File: src/rtl/tscm_pkg.sv
// Package: shared constants and helpers for the touch converter frame master.
// Assumes a fixed 24-clock frame with an 8-bit command and a 12-bit result.
package tscm_pkg;

    localparam int IDX_W = 5;
    localparam logic [IDX_W-1:0] FRAME_CLKS = 5'd24;
    localparam logic [IDX_W-1:0] GROUP_A_END = 5'd8;
    localparam logic [IDX_W-1:0] GROUP_B_END = 5'd16;
    localparam logic [IDX_W-1:0] RES_FIRST = 5'd10;
    localparam logic [IDX_W-1:0] RES_LAST = 5'd21;
    localparam int CMD_W = 8;
    localparam int RES_W = 12;

    typedef enum logic [2:0] {
        ST_IDLE,
        ST_SETUP,
        ST_HIGH,
        ST_LOW,
        ST_TAIL
    } seq_state_t;

    // Assemble the command word: start bit first, power-control bits last.
    function automatic logic [CMD_W-1:0] make_cmd(input logic [2:0] ch, input logic md,
                                                 input logic rs, input logic [1:0] pd);
        return {1'b1, ch, md, rs, pd};
    endfunction

endpackage

File: src/rtl/tscm_timer.sv
// Module: loadable phase timer. Load sets the phase length in system clocks
// (len >= 1); expire_o is high in the last cycle of the phase.
// Assumes the length never exceeds 2**CW-1.
module tscm_timer #(
    parameter int CW = 4
) (
    input  logic          clk,
    input  logic          rst_n,
    input  logic          load_i,
    input  logic [CW-1:0] len_i,
    output logic          expire_o
);

    logic [CW-1:0] cnt_q;

    // Count the remaining cycles of the current phase down to zero.
    always_ff @(posedge clk) begin
        if (!rst_n) begin
            cnt_q <= '0;
        end else if (load_i) begin
            cnt_q <= len_i - 1'b1;
        end else if (cnt_q != '0) begin
            cnt_q <= cnt_q - 1'b1;
        end
    end

    assign expire_o = (cnt_q == '0);

endmodule

File: src/rtl/tscm_seq.sv
// Module: frame sequencer. Walks setup, 24 high/low serial clock phases and a
// tail phase. Drives chip select, the serial clock, the phase timer and the
// shift strobes. Assumes a phase timer whose expire marks the last cycle.
module tscm_seq
    import tscm_pkg::*;
#(
    parameter int DIV_HALF = 4,
    parameter int GAP_CYC  = 16,
    parameter int CW       = 5
) (
    input  logic             clk,
    input  logic             rst_n,
    input  logic             req_i,
    input  logic             burst_i,
    input  logic             expire_i,
    output logic             load_o,
    output logic [CW-1:0]    len_o,
    output logic             start_o,
    output logic             rise_o,
    output logic             fall_o,
    output logic             fin_o,
    output logic [IDX_W-1:0] rise_num_o,
    output logic             sclk_o,
    output logic             csn_o,
    output logic             busy_o,
    output logic             done_o
);

    localparam logic [CW-1:0] HALF_LEN = CW'(DIV_HALF);
    localparam logic [CW-1:0] GAP_LEN  = CW'(DIV_HALF + GAP_CYC);

    seq_state_t       state_q;
    logic [IDX_W-1:0] idx_q;
    logic             burst_q;
    logic             grp_end;

    // Decode the phase transitions taken this cycle.
    always_comb begin
        start_o = (state_q == ST_IDLE) && req_i;
        rise_o  = ((state_q == ST_SETUP) || (state_q == ST_LOW)) && expire_i;
        fall_o  = (state_q == ST_HIGH) && expire_i;
        fin_o   = (state_q == ST_TAIL) && expire_i;
        load_o  = start_o || ((state_q != ST_IDLE) && expire_i);
        grp_end = burst_q && ((idx_q == GROUP_A_END) || (idx_q == GROUP_B_END));
        len_o   = (fall_o && grp_end) ? GAP_LEN : HALF_LEN;
    end

    assign rise_num_o = idx_q + 1'b1;
    assign busy_o     = (state_q != ST_IDLE);

    // Advance the frame state and the registered link outputs.
    always_ff @(posedge clk) begin
        if (!rst_n) begin
            state_q <= ST_IDLE;
            idx_q   <= '0;
            burst_q <= 1'b0;
            sclk_o  <= 1'b0;
            csn_o   <= 1'b1;
            done_o  <= 1'b0;
        end else begin
            done_o <= 1'b0;
            case (state_q)
                ST_IDLE: begin
                    if (req_i) begin
                        state_q <= ST_SETUP;
                        csn_o   <= 1'b0;
                        idx_q   <= '0;
                        burst_q <= burst_i;
                    end
                end
                ST_SETUP, ST_LOW: begin
                    if (expire_i) begin
                        state_q <= ST_HIGH;
                        sclk_o  <= 1'b1;
                        idx_q   <= idx_q + 1'b1;
                    end
                end
                ST_HIGH: begin
                    if (expire_i) begin
                        sclk_o  <= 1'b0;
                        state_q <= (idx_q == FRAME_CLKS) ? ST_TAIL : ST_LOW;
                    end
                end
                ST_TAIL: begin
                    if (expire_i) begin
                        state_q <= ST_IDLE;
                        csn_o   <= 1'b1;
                        done_o  <= 1'b1;
                    end
                end
                default: state_q <= ST_IDLE;
            endcase
        end
    end

endmodule

File: src/rtl/tscm_shift.sv
// Module: command shifter and result capture. Shifts the command out MSB first
// on each serial falling edge. Shifts the input in on rising clocks inside
// the result window and publishes the word at frame end.
module tscm_shift
    import tscm_pkg::*;
(
    input  logic             clk,
    input  logic             rst_n,
    input  logic             start_i,
    input  logic [CMD_W-1:0] cmd_i,
    input  logic             rise_i,
    input  logic             fall_i,
    input  logic             fin_i,
    input  logic [IDX_W-1:0] rise_num_i,
    input  logic             sdi_i,
    output logic             sdo_o,
    output logic [RES_W-1:0] result_o
);

    logic [CMD_W-1:0] tx_q;
    logic [RES_W-1:0] rx_q;
    logic             in_win;

    assign in_win = (rise_num_i >= RES_FIRST) && (rise_num_i <= RES_LAST);
    assign sdo_o  = tx_q[CMD_W-1];

    // Load the command at frame start and shift it on every falling edge.
    always_ff @(posedge clk) begin
        if (!rst_n) begin
            tx_q <= '0;
        end else if (start_i) begin
            tx_q <= cmd_i;
        end else if (fall_i) begin
            tx_q <= {tx_q[CMD_W-2:0], 1'b0};
        end
    end

    // Collect result bits MSB first inside the window.
    always_ff @(posedge clk) begin
        if (!rst_n) begin
            rx_q <= '0;
        end else if (rise_i && in_win) begin
            rx_q <= {rx_q[RES_W-2:0], sdi_i};
        end
    end

    // Publish the collected word at the end of the frame.
    always_ff @(posedge clk) begin
        if (!rst_n) begin
            result_o <= '0;
        end else if (fin_i) begin
            result_o <= rx_q;
        end
    end

endmodule

File: src/rtl/tscm_master.sv
// Module: top of the touch converter frame master. Accepts a command request,
// runs a 24-clock serial frame (continuous or in three 8-clock groups) and
// returns the 12-bit result with a done strobe. Assumes DIV_HALF >= 1.
module tscm_master
    import tscm_pkg::*;
#(
    parameter int DIV_HALF = 4,
    parameter int GAP_CYC  = 16
) (
    input  logic        clk,
    input  logic        rst_n,
    input  logic        req_i,
    input  logic [2:0]  chan_i,
    input  logic        mode_i,
    input  logic        ref_sel_i,
    input  logic [1:0]  pd_i,
    input  logic        burst_i,
    output logic        busy_o,
    output logic        done_o,
    output logic [11:0] result_o,
    output logic        sclk_o,
    output logic        csn_o,
    output logic        sdo_o,
    input  logic        sdi_i
);

    localparam int CW = $clog2(DIV_HALF + GAP_CYC + 1);

    logic             t_load;
    logic [CW-1:0]    t_len;
    logic             t_expire;
    logic             s_start;
    logic             s_rise;
    logic             s_fall;
    logic             s_fin;
    logic [IDX_W-1:0] s_rise_num;
    logic [CMD_W-1:0] cmd_word;

    assign cmd_word = make_cmd(chan_i, mode_i, ref_sel_i, pd_i);

    tscm_timer #(.CW(CW)) u_timer (
        .clk      (clk),
        .rst_n    (rst_n),
        .load_i   (t_load),
        .len_i    (t_len),
        .expire_o (t_expire)
    );

    tscm_seq #(.DIV_HALF(DIV_HALF), .GAP_CYC(GAP_CYC), .CW(CW)) u_seq (
        .clk        (clk),
        .rst_n      (rst_n),
        .req_i      (req_i),
        .burst_i    (burst_i),
        .expire_i   (t_expire),
        .load_o     (t_load),
        .len_o      (t_len),
        .start_o    (s_start),
        .rise_o     (s_rise),
        .fall_o     (s_fall),
        .fin_o      (s_fin),
        .rise_num_o (s_rise_num),
        .sclk_o     (sclk_o),
        .csn_o      (csn_o),
        .busy_o     (busy_o),
        .done_o     (done_o)
    );

    tscm_shift u_shift (
        .clk        (clk),
        .rst_n      (rst_n),
        .start_i    (s_start),
        .cmd_i      (cmd_word),
        .rise_i     (s_rise),
        .fall_i     (s_fall),
        .fin_i      (s_fin),
        .rise_num_i (s_rise_num),
        .sdi_i      (sdi_i),
        .sdo_o      (sdo_o),
        .result_o   (result_o)
    );

endmodule

File: config.mk
export PLATFORM = sky130hd
export DESIGN_NAME = tscm_master
export DESIGN_NICKNAME = d
export VERILOG_FILES = /design/src/rtl/tscm_pkg.sv /design/src/rtl/tscm_timer.sv /design/src/rtl/tscm_seq.sv /design/src/rtl/tscm_shift.sv /design/src/rtl/tscm_master.sv
export SDC_FILE = /design/constraint.sdc
export NUM_CORES = 1
export LEC_CHECK = 0
export ABC_AREA = 1
export CORE_AREA = 2 2 71 73
export CTS_BUF_LIST = sky130_fd_sc_hd__clkbuf_2
export CTS_CLUSTER_DIAMETER = 60
export DETAILED_ROUTE_END_ITERATION = 10
export DIE_AREA = 0 0 73 75
export GPL_ROUTABILITY_DRIVEN = 0
export GPL_TIMING_DRIVEN = 0
export PLACE_DENSITY = 0.83
export SLEW_MARGIN = 40
export SYNTH_ARGS = -nofsm -noshare
export SYNTH_HDL_FRONTEND = slang
export SYNTH_SLANG_ARGS = --single-unit
File: constraint.sdc
create_clock -name clk -period 1.46 [get_ports clk]
set_input_delay 0.292 -clock clk [delete_from_list [all_inputs] [get_ports clk]]
set_output_delay 0.292 -clock clk [all_outputs]
set_load 0.05 [all_outputs]
Word-level counts from Yosys, hierarchy flattened
Cells that the tools add are included.
{"block": "classes", "addsub": 3, "magnitude_cmp": 2, "eq_ne": 11, "muxes": 20, "reduce_logical": 28}
{"op": "2-to-1 mux 5 bit", "count": 5}
{"op": "2-to-1 mux 8 bit", "count": 2}
{"op": "2-to-1 mux 3 bit", "count": 5}
{"op": "one-hot mux 3 bit (4 select lines)", "count": 1}
{"op": "equality test 5 bit (second input constant)", "count": 2}
{"op": "one-hot mux 5 bit (2 select lines)", "count": 1}
{"op": "nonzero test 2 bit", "count": 5}
{"op": "subtractor 5 x 1 -> 5 bit (second input constant)", "count": 2}
{"op": "logical AND 1 bit", "count": 9}
{"op": "AND reduction 3 bit", "count": 3}
{"op": "equality test 3 x 2 -> 1 bit (second input constant)", "count": 2}
{"op": "inequality test 2 x 1 -> 1 bit (second input constant)", "count": 3}
{"op": "adder 5 x 1 -> 5 bit (second input constant)", "count": 1}
{"op": "equality test 5 x 4 -> 1 bit (second input constant)", "count": 1}
{"op": "greater-or-equal comparator 5 x 4 -> 1 bit (second input constant)", "count": 1}
{"op": "<= comparator 5 bit (second input constant)", "count": 1}
{"op": "zero test 5 bit", "count": 1}
{"op": "nonzero test 5 bit", "count": 1}
{"op": "2-to-1 mux 1 bit", "count": 4}
{"op": "one-hot mux 1 bit (2 select lines)", "count": 2}
{"op": "AND reduction 2 bit", "count": 2}
{"op": "AND reduction 4 bit", "count": 1}
{"op": "equality test 3 x 1 -> 1 bit (second input constant)", "count": 1}
{"op": "equality test 3 bit (second input constant)", "count": 1}
{"op": "5 further kinds", "count": 7}
{"block": "word_totals", "regBits": 49, "out_inout_bits": 17}

Depth between registers and ports, before layout
Gate-level depths: netlist of run 1.
{"block": "depth", "word_depth": 7, "depth_mapped": 12}

By module
From an unflattened synthesis of run 1, not the netlist that was laid out.
{"block": "hier_totals", "hier_cells": 351, "hier_area_um2": 2509.9}
{"module": "tscm_shift", "n_inst": 1, "cells_per_inst": 181, "area_each_um2": 1431.4, "seq_area_each_um2": 640.6}
{"module": "tscm_seq", "n_inst": 1, "cells_per_inst": 114, "area_each_um2": 748.2, "seq_area_each_um2": 240.2}
{"module": "tscm_timer", "n_inst": 1, "cells_per_inst": 55, "area_each_um2": 326.6, "seq_area_each_um2": 100.1}
{"module": "tscm_master", "n_inst": 1, "cells_per_inst": 1, "area_each_um2": 3.8, "seq_area_each_um2": 0.0}

Worst setup path before layout of run 1
OpenSTA, ideal clock, no wires.
{"block": "synth_path", "path_kind": "register to register", "startpoint": "register u_seq.state_q[2]", "endpoint": "register u_timer.cnt_q[4]", "setup_time_ps": 119, "arrival_ps": 1596, "required_ps": 1341, "path_slack_ps": -255, "stages_incl_launch_ff": 12, "path_buffers": 0, "period_less_slack_ps": 1715, "cell_sequence": "dfxtp_1 > nor2_1 > nand2_2 > clkinv_4 > nand2_4 > nand2_2 > nand2_1 > ha_1 > nand2_1 > nand2_1 > a22oi_1 > nor3_1"}
{"block": "synth_between", "elab_cells_between_ends": 12, "classes_between": "1 x add/sub; 1 x eq/ne; 2 x mux; 8 x reduce/logical"}
{"item": "start: declaration", "line": "tscm_seq.sv:32", "text": "seq_state_t state_q;"}
{"item": "start signal: assignment", "line": "tscm_seq.sv:81", "text": "state_q <= (idx_q == FRAME_CLKS) ? ST_TAIL : ST_LOW;"}
{"item": "nonzero test 3 bit (*)"}
{"item": "via busy_o", "line": "tscm_master.sv:18", "text": "output logic busy_o,"}
{"item": "logical AND 1 bit (*)", "line": "tscm_seq.sv:43", "text": "load_o = start_o || ((state_q != ST_IDLE) && expire_i);"}
{"item": "logical OR 1 bit (*)", "line": "tscm_seq.sv:43"}
{"item": "2-to-1 mux 5 bit or nonzero test 2 bit (tied branches)"}
{"item": "end signal: assignment", "line": "tscm_timer.sv:21", "text": "cnt_q <= len_i - 1'b1;"}
{"item": "end signal: assignment", "line": "tscm_timer.sv:23", "text": "cnt_q <= cnt_q - 1'b1;"}
{"item": "end: declaration", "line": "tscm_timer.sv:14", "text": "logic [CW-1:0] cnt_q;"}
The timed path passes the listed nets; every way through them passes the cells marked *.
A chain may end at the register's enable or synchronous reset.

Worst setup path after layout of run 1
{"block": "layout_path", "startpoint": "register u_seq.idx_q[0]", "endpoint": "register u_shift.rx_q[8]"}
{"block": "layout_between", "elab_chain_cells": 4, "elab_cells_between_ends": 5, "classes_between": "1 x add/sub; 2 x order compare; 2 x reduce/logical"}
{"item": "start: declaration", "line": "tscm_seq.sv:33", "text": "logic [IDX_W-1:0] idx_q;"}
{"item": "start signal: assignment", "line": "tscm_seq.sv:75", "text": "idx_q <= idx_q + 1'b1;"}
{"item": "adder 5 x 1 -> 5 bit (*)", "line": "tscm_seq.sv:48", "text": "assign rise_num_o = idx_q + 1'b1;"}
{"item": "greater-or-equal comparator 5 x 4 -> 1 bit or <= comparator 5 bit (tied branches)", "line": "tscm_shift.sv:24", "text": "assign in_win = (rise_num_i >= RES_FIRST) && (rise_num_i <= RES_LAST);"}
{"item": "logical AND 1 bit (*)", "line": "tscm_shift.sv:24"}
{"item": "logical AND 1 bit (*)", "line": "tscm_shift.sv:42", "text": "end else if (rise_i && in_win) begin"}
{"item": "end signal: assignment", "line": "tscm_shift.sv:43", "text": "rx_q <= {rx_q[RES_W-2:0], sdi_i};"}
{"item": "end: declaration", "line": "tscm_shift.sv:21", "text": "logic [RES_W-1:0] rx_q;"}
Every way passes the cells marked *; elsewhere a longest branch is shown, timed or not.

==> results of run 1 <==
power by group through the flow:
stage               Clock, mW  Sequential [mW]  Combinational [mW]
global placement            0             1.77                2.83
CTS                     0.566             1.78                3.66
finish                  0.567             1.83                4.29
detailed placement          0             1.78                2.89
global route            0.635             1.85                4.63
floorplan                   0             1.83                2.29
metrics by stage:
stage | cells | total power, mW | setup WS [ns] | util [%]
2_1_floorplan | 335 | 4.116 | -0.03723 | -
3_3_place_gp | 417 | 4.599 | -0.4158 | 59.44
3_5_place_dp | 417 | 4.674 | -0.4409 | 59.44
4_1_cts | 442 | 6.010 | -0.09698 | 65.75
5_1_grt | 451 | 7.118 | -0.1547 | 70.60
6_report | 451 | 6.682 | -0.09659 | 70.60
critical path: stages, from the launching register on:
cell and delay [ns]:
dfxtp_4 0.44, inv_4 0.05, ha_4 0.25, nor2_4 0.10, nor2_2 0.03, nand2_1 0.07
nand3_2 0.09, nand2_4 0.14, buf_6 0.15, nand3_2 0.07, nand2_1 0.08, nor2_1 0.04
sequential cells by signal, indices dropped and copies added, names as in the netlist:
name / cells
u_seq.burst_q: 1
u_seq.csn_o: 1
u_seq.done_o: 1
u_seq.idx_q: 5
u_seq.sclk_o: 1
u_seq.state_q: 3
u_shift.result_o: 12
u_shift.rx_q: 12
u_shift.tx_q: 8
u_timer.cnt_q: 5
cells by family after synthesis:
kind of cell	share of synthesized area, %
adders and majority gates	2.123
DFF	41.61
and+or+nand+nor	35.46
buffers and inverters	10.46
AOI/OAI and AO/OA	10.35
layer usage:
| layer | vias up | GRT usage (%) |
|---|---|---|
| li1 | 1182 | - |
| met1 | 1097 | 25.08 |
| met2 | 61 | 36.94 |
| met3 | 13 | 4.284 |
| met4 | 0 | 6.379 |
| met5 | - | 0 |
cell type report:
cell class | count | area (µm²) | area share [%]
multi-input cells | 235 | 1448 | 43.99
flip-flops and latches | 49 | 1005 | 30.53
repair buffers | 53 | 434.2 | 13.19
inverters | 42 | 195.2 | 5.932
plain buffers | 10 | 97.59 | 2.966
well taps | 54 | 67.56 | 2.053
clock buffers | 6 | 30.03 | 0.9125
clock inverters | 2 | 13.76 | 0.4183
path summary, 6_finish.rpt:
check	from	to	slack, ns	depth (start not counted)
max reg2reg	u_seq.idx_q[0]	u_shift.rx_q[8]	-0.1	11
min	pd_i[0]	u_shift.tx_q[0]	0.39	3
min reg2reg	u_seq.csn_o	u_seq.csn_o	0.47	2
max	u_seq.idx_q[0]	u_shift.rx_q[8]	-0.1	11
what timing repair did:
action                                  CTS  global route
resized for setup                       135            49
endpoints found under the setup margin   32            50
setup buffers                            15             7
pin swaps                                10            12
cloned                                    2             2
cell usage in the layout (no fill, tap or decap), drive strengths merged:
cell type	synthesis	routed
nand2	110	110
dfxtp	49	49
buf	8	49
inv	41	41
nor2	39	40
a21oi	26	26
nand3	23	23
o21ai	18	18
clkdlybuf4s50	0	11
clkbuf	1	7
nand4	5	5
ha	4	4
nor3	4	4
clkinv	1	3
or2	2	2
dlygate4sd1	1	1
a21boi	1	1
a22oi	1	1
a22o	1	1
clkdlybuf4s18	0	1
==> flow_summary.toml, run 1 <==
[power]
power_leakage_nw = 1.415
power_frac_comb_pct = 64.2
internal_power_mw = 3.468
clock_power_share_pct = 8.5
switchingPower_mw = 3.214
power_density_nw_per_um2 = 2031
seqPwrFrac_pct = 27.3
p_sw_share_pct = 48.11
ir_drop_mv = 0.9085

[timing]
period_share_pct = 106.6
hold_ws_ns = 0.3918
fmax_mhz = 642.4
final.setup.tns_ns = -0.9633
worst_pin_slew_ns = 0.4006
hold_viol = 0
setup_viol = 14
grt_setup_unrepaired = "true"
timing.slew.headroom_pct = 73.29
slew_viol_final = 0
fin_crit_ns = 1.557
layout_setup_ws_ns = -0.09659
worst_clock_skew_ns = 0.02476

[drt]
wl_per_cell_um = 13.31
wl_met1_um = 2468
via_count = 2353
vias_per_cell = 5.217
drcViolationCount = 0
firstDrtPassIters = 4
top_layer = "met4"
wl_met3_um = 250
drt_iter0_drc = 130
route.met2.wl_um = 3179
routed_wl_um = 6002
ant_nets = 0

[synth]
avgSynthCellArea_um2 = 7.037
synth_common_cells = "nand2_1 (101), dfxtp_1 (49), inv_1 (34)"
async_reset_ff_share_pct = 0
yosysWarnings = 0
synthesis.nets = 351
synth_top_area_cell = "dfxtp_1"
synth_top_area_share_pct = 41.61
yosysSeqAreaShare_pct = 41.61
synth_cells = 335
yosysMostFrequentCell = "nand2_1"
synth-seq-cells = 49
synth_ff_type = "dfxtp_1"
synth.distinct_cells = 30
synth-edff-count = 0
syn_area_um2 = 2357
synthTopCellsByArea = "dfxtp_1 (42%), nand2_1 (16%), a21oi_1 (5.5%), inv_1 (5.4%), nor2_1 (5.3%)"

[floorplan]
dieArea_um2 = 5475
die-width_um = 73
start_util_pct = 50.58
die_h_um = 75
core_area_um2 = 4661
io_pins = 29
rows = 25

[cts]
cts_root_buf = "clkbuf_2"
cts_buffer_depth = 2
clk-insertion-delay-late_ns = 0.43
clock-sinks = 49
cts_tree = "yes"
cts_hold_buffers = 0
htreeDepth = 2
clk_pin_slew_ns = 0.25
numCtsBuffers = 5

[place]
io_buffers = 28
dp_hpwl_um = 3447
place_area_um2 = 2770

[hold_path]
min_path_type = "in2reg"

[critical_path]
cp.arrival_ns = 1.93
required_ns = 1.83
crit_path_start_kind = "flip-flop"
criticalPathCategory = "reg2reg"
cp-end-kind = "flip-flop"
crit_fanout = 5

[global_routing]
grt_pass1_vias = 2134
overflow = 0
grt_pass1_wl_um = 9018
grt_usage_pct = 20.71
grt_antenna_before_repair = 0
grt_max_degree = 16

[cells_and_area]
area_growth_pct = 39.60
design_area_um2 = 3291
finalNetCount = 412
layout-drive-gt1-share_pct = 36.02
fill_cells = 351
antenna_cells = 0

[status]
violations = "setup timing"
status = "complete, but fails checks"

[job]
drv_cap = 0
Note: power is estimated with default switching activity, not from simulation.
==> run 2: changes to the inputs <==
--- a/config.mk
+++ b/config.mk
@@ -6,6 +6,7 @@
 export NUM_CORES = 1
 export LEC_CHECK = 0
 export ABC_AREA = 1
+export CAP_MARGIN = 20
 export CORE_AREA = 2 2 71 73
 export CTS_BUF_LIST = sky130_fd_sc_hd__clkbuf_2
 export CTS_CLUSTER_DIAMETER = 60
==> constraint.sdc (replaced) <==
create_clock -name clk -period 1.46 [get_ports clk]
set_input_delay 0.292 -clock clk [delete_from_list [all_inputs] [get_ports clk]]
set_output_delay 0.292 -clock clk [all_outputs]
set_load 0.005 [all_outputs]
==> flow_summary.toml, run 2 (synthesized netlist as in run 1, its figures left out) <==
[power]
power_mw = 6.569
power_leakage_nw = 1.480
power_density_nw_per_um2 = 1968
ir_drop_mv = 0.9272

[floorplan]
rows = 25
core_area_um2 = 4661
io_pins = 29
dieArea_um2 = 5475
start_util_pct = 50.58
die-width_um = 73
die_h_um = 75

[cts]
cts_buffer_depth = 2
cts_hold_buffers = 0
cts_tree = "yes"
numCtsBuffers = 5
clk-insertion-delay-late_ns = 0.46
htreeDepth = 2
clock-sinks = 49
cts_root_buf = "clkbuf_2"
clk_pin_slew_ns = 0.28

[cells_and_area]
antenna_cells = 0
area_growth_pct = 41.61
layout_commonest_cell = "nand2_1"
layout-drive-gt1-share_pct = 35.98
seq_area_um2 = 1023
reg.largest.list = "u_shift.result_o: 12 flops, u_shift.rx_q: 12 flops, u_shift.tx_q: 8 flops"
finalNetCount = 418
multi_input_area_um2 = 1399
layout_common_cells = "nand2_1 (90), nor2_1 (30), inv_1 (29)"
fin_cells = 457
design_area_um2 = 3338
fill_cells = 361

[global_routing]
grt_usage_pct = 20.77
grt_antenna_before_repair = 0
overflow = 0
grt_max_degree = 18
grt_pass1_wl_um = 8935
grt_pass1_vias = 1988

[place]
dp_hpwl_um = 3405
placed_cells = 417
io_buffers = 28
place_area_um2 = 2743

[critical_path]
r2r_cells = 11
cp-end-kind = "flip-flop"
cp.arrival_ns = 1.98
crit_path_start_kind = "flip-flop"
crit_fanout = 6
required_ns = 1.88
worstSetupStartpoint = "u_seq.idx_q[0]"
reg2reg_slack_ns = -0.10
r2r_start = "u_seq.idx_q[0]"
criticalPathCategory = "reg2reg"
r2r-end = "u_shift.rx_q[3]"

[drt]
firstDrtPassIters = 4
drt_iter0_drc = 159
routed_wl_um = 6197
wl_per_cell_um = 13.56
via_count = 2361
ant_nets = 0
vias_per_cell = 5.166
drcViolationCount = 0

[status]
status = "complete, but fails checks"
violations = "setup timing"

[hold_path]
min_to = "u_shift.tx_q[0]"
holdPathStages = 3
hp-start = "pd_i[0]"
min_path_type = "in2reg"

[timing]
worst_pin_slew_ns = 0.3707
period_share_pct = 106.9
timing.slew.headroom_pct = 75.28
slew_viol_final = 0
fmax_mhz = 640.8
layout_setup_ws_ns = -0.1005
fin_crit_ns = 1.561
setup_viol = 20
hold_ws_ns = 0.3649
worst_clock_skew_ns = 0.01981
hold_viol = 0
grt_setup_unrepaired = "true"

[job]
drv_cap = 0
[run 2: changes by cell type in the layout (fill, tap and decap cells not counted), moves of 5 or more]
cell,before,now
buf_2,17,1
nand2_1,95,90
dlygate4sd2_1,0,15
nand2_4,5,11
dfxtp_1,40,25
dfxtp_2,4,19
nand3_2,13,7
nand3_1,9,15
buf_4,19,26
[run 2: worst max-delay path by stage]
stage                       end  cells after the start
6_report        u_shift.rx_q[3]                     11
5_1_grt         u_shift.rx_q[3]                     11
4_1_cts                  busy_o                      3
3_5_place_dp   u_timer.cnt_q[4]                      9
3_3_place_gp   u_timer.cnt_q[4]                      9
2_1_floorplan  u_timer.cnt_q[4]                      9
[run 2: area by class of cell]
class                           instances  share of cell area, %
Buffer                                 10                  2.999
Inverter                               42                  5.472
Sequential cell                        49                  30.66
Multi-Input combinational cell        235                  41.90
Timing Repair Buffer                   59                  15.44
Clock buffer                            5                 0.7496
Clock inverter                          3                 0.7496
Tap cell                               54                  2.024
[run 2: per-stage QoR]
| step | TNS (ns) | worst slack, ns | util [%] |
|---|---|---|---|
| 2_1_floorplan | 0 | 0.001207 | - |
| 3_3_place_gp | -8.183 | -0.4577 | 58.85 |
| 4_1_cts | -0.1640 | -0.09611 | 65.02 |
| 3_5_place_dp | -8.730 | -0.4720 | 58.85 |
| 5_1_grt | -3.682 | -0.1983 | 71.62 |
| 6_report | -0.8941 | -0.1005 | 71.62 |
[run 2: per-layer routing]
metal | global-route usage [%] | wire [µm] | part of all wire [%]
met4 | 6.584 | 151 | 2.4
met3 | 4.418 | 198 | 3.2
met5 | 0 | 0 | 0
met2 | 34.73 | 3131 | 51
met1 | 26.96 | 2715 | 44
[run 2: critical path, stage by stage, from the launching register on]
cell,delay [ns]
dfxtp_4,0.45
inv_4,0.04
ha_4,0.27
nor2_2,0.04
nor2_1,0.08
nand2_1,0.08
nand3_2,0.09
nand2_4,0.10
buf_6,0.15
nand3_1,0.06
nand2_1,0.06
nor2_1,0.12
[run 2: repair_timing]
item | CTS | global route
endpoints found under the hold margin | 0 | 0
gates resized for setup | 70 | 63
setup endpoints to repair | 36 | 41
buffers inserted | 13 | 15
pin swaps | 15 | 22
gates cloned | 2 | 2
[run 2: power breakdown]
part	total, mW	switching, mW	internal, mW
clock	0.609	0.481	0.128
sequential	1.82	0.211	1.61
combinational	4.14	2.36	1.78
total	6.57	3.06	3.51
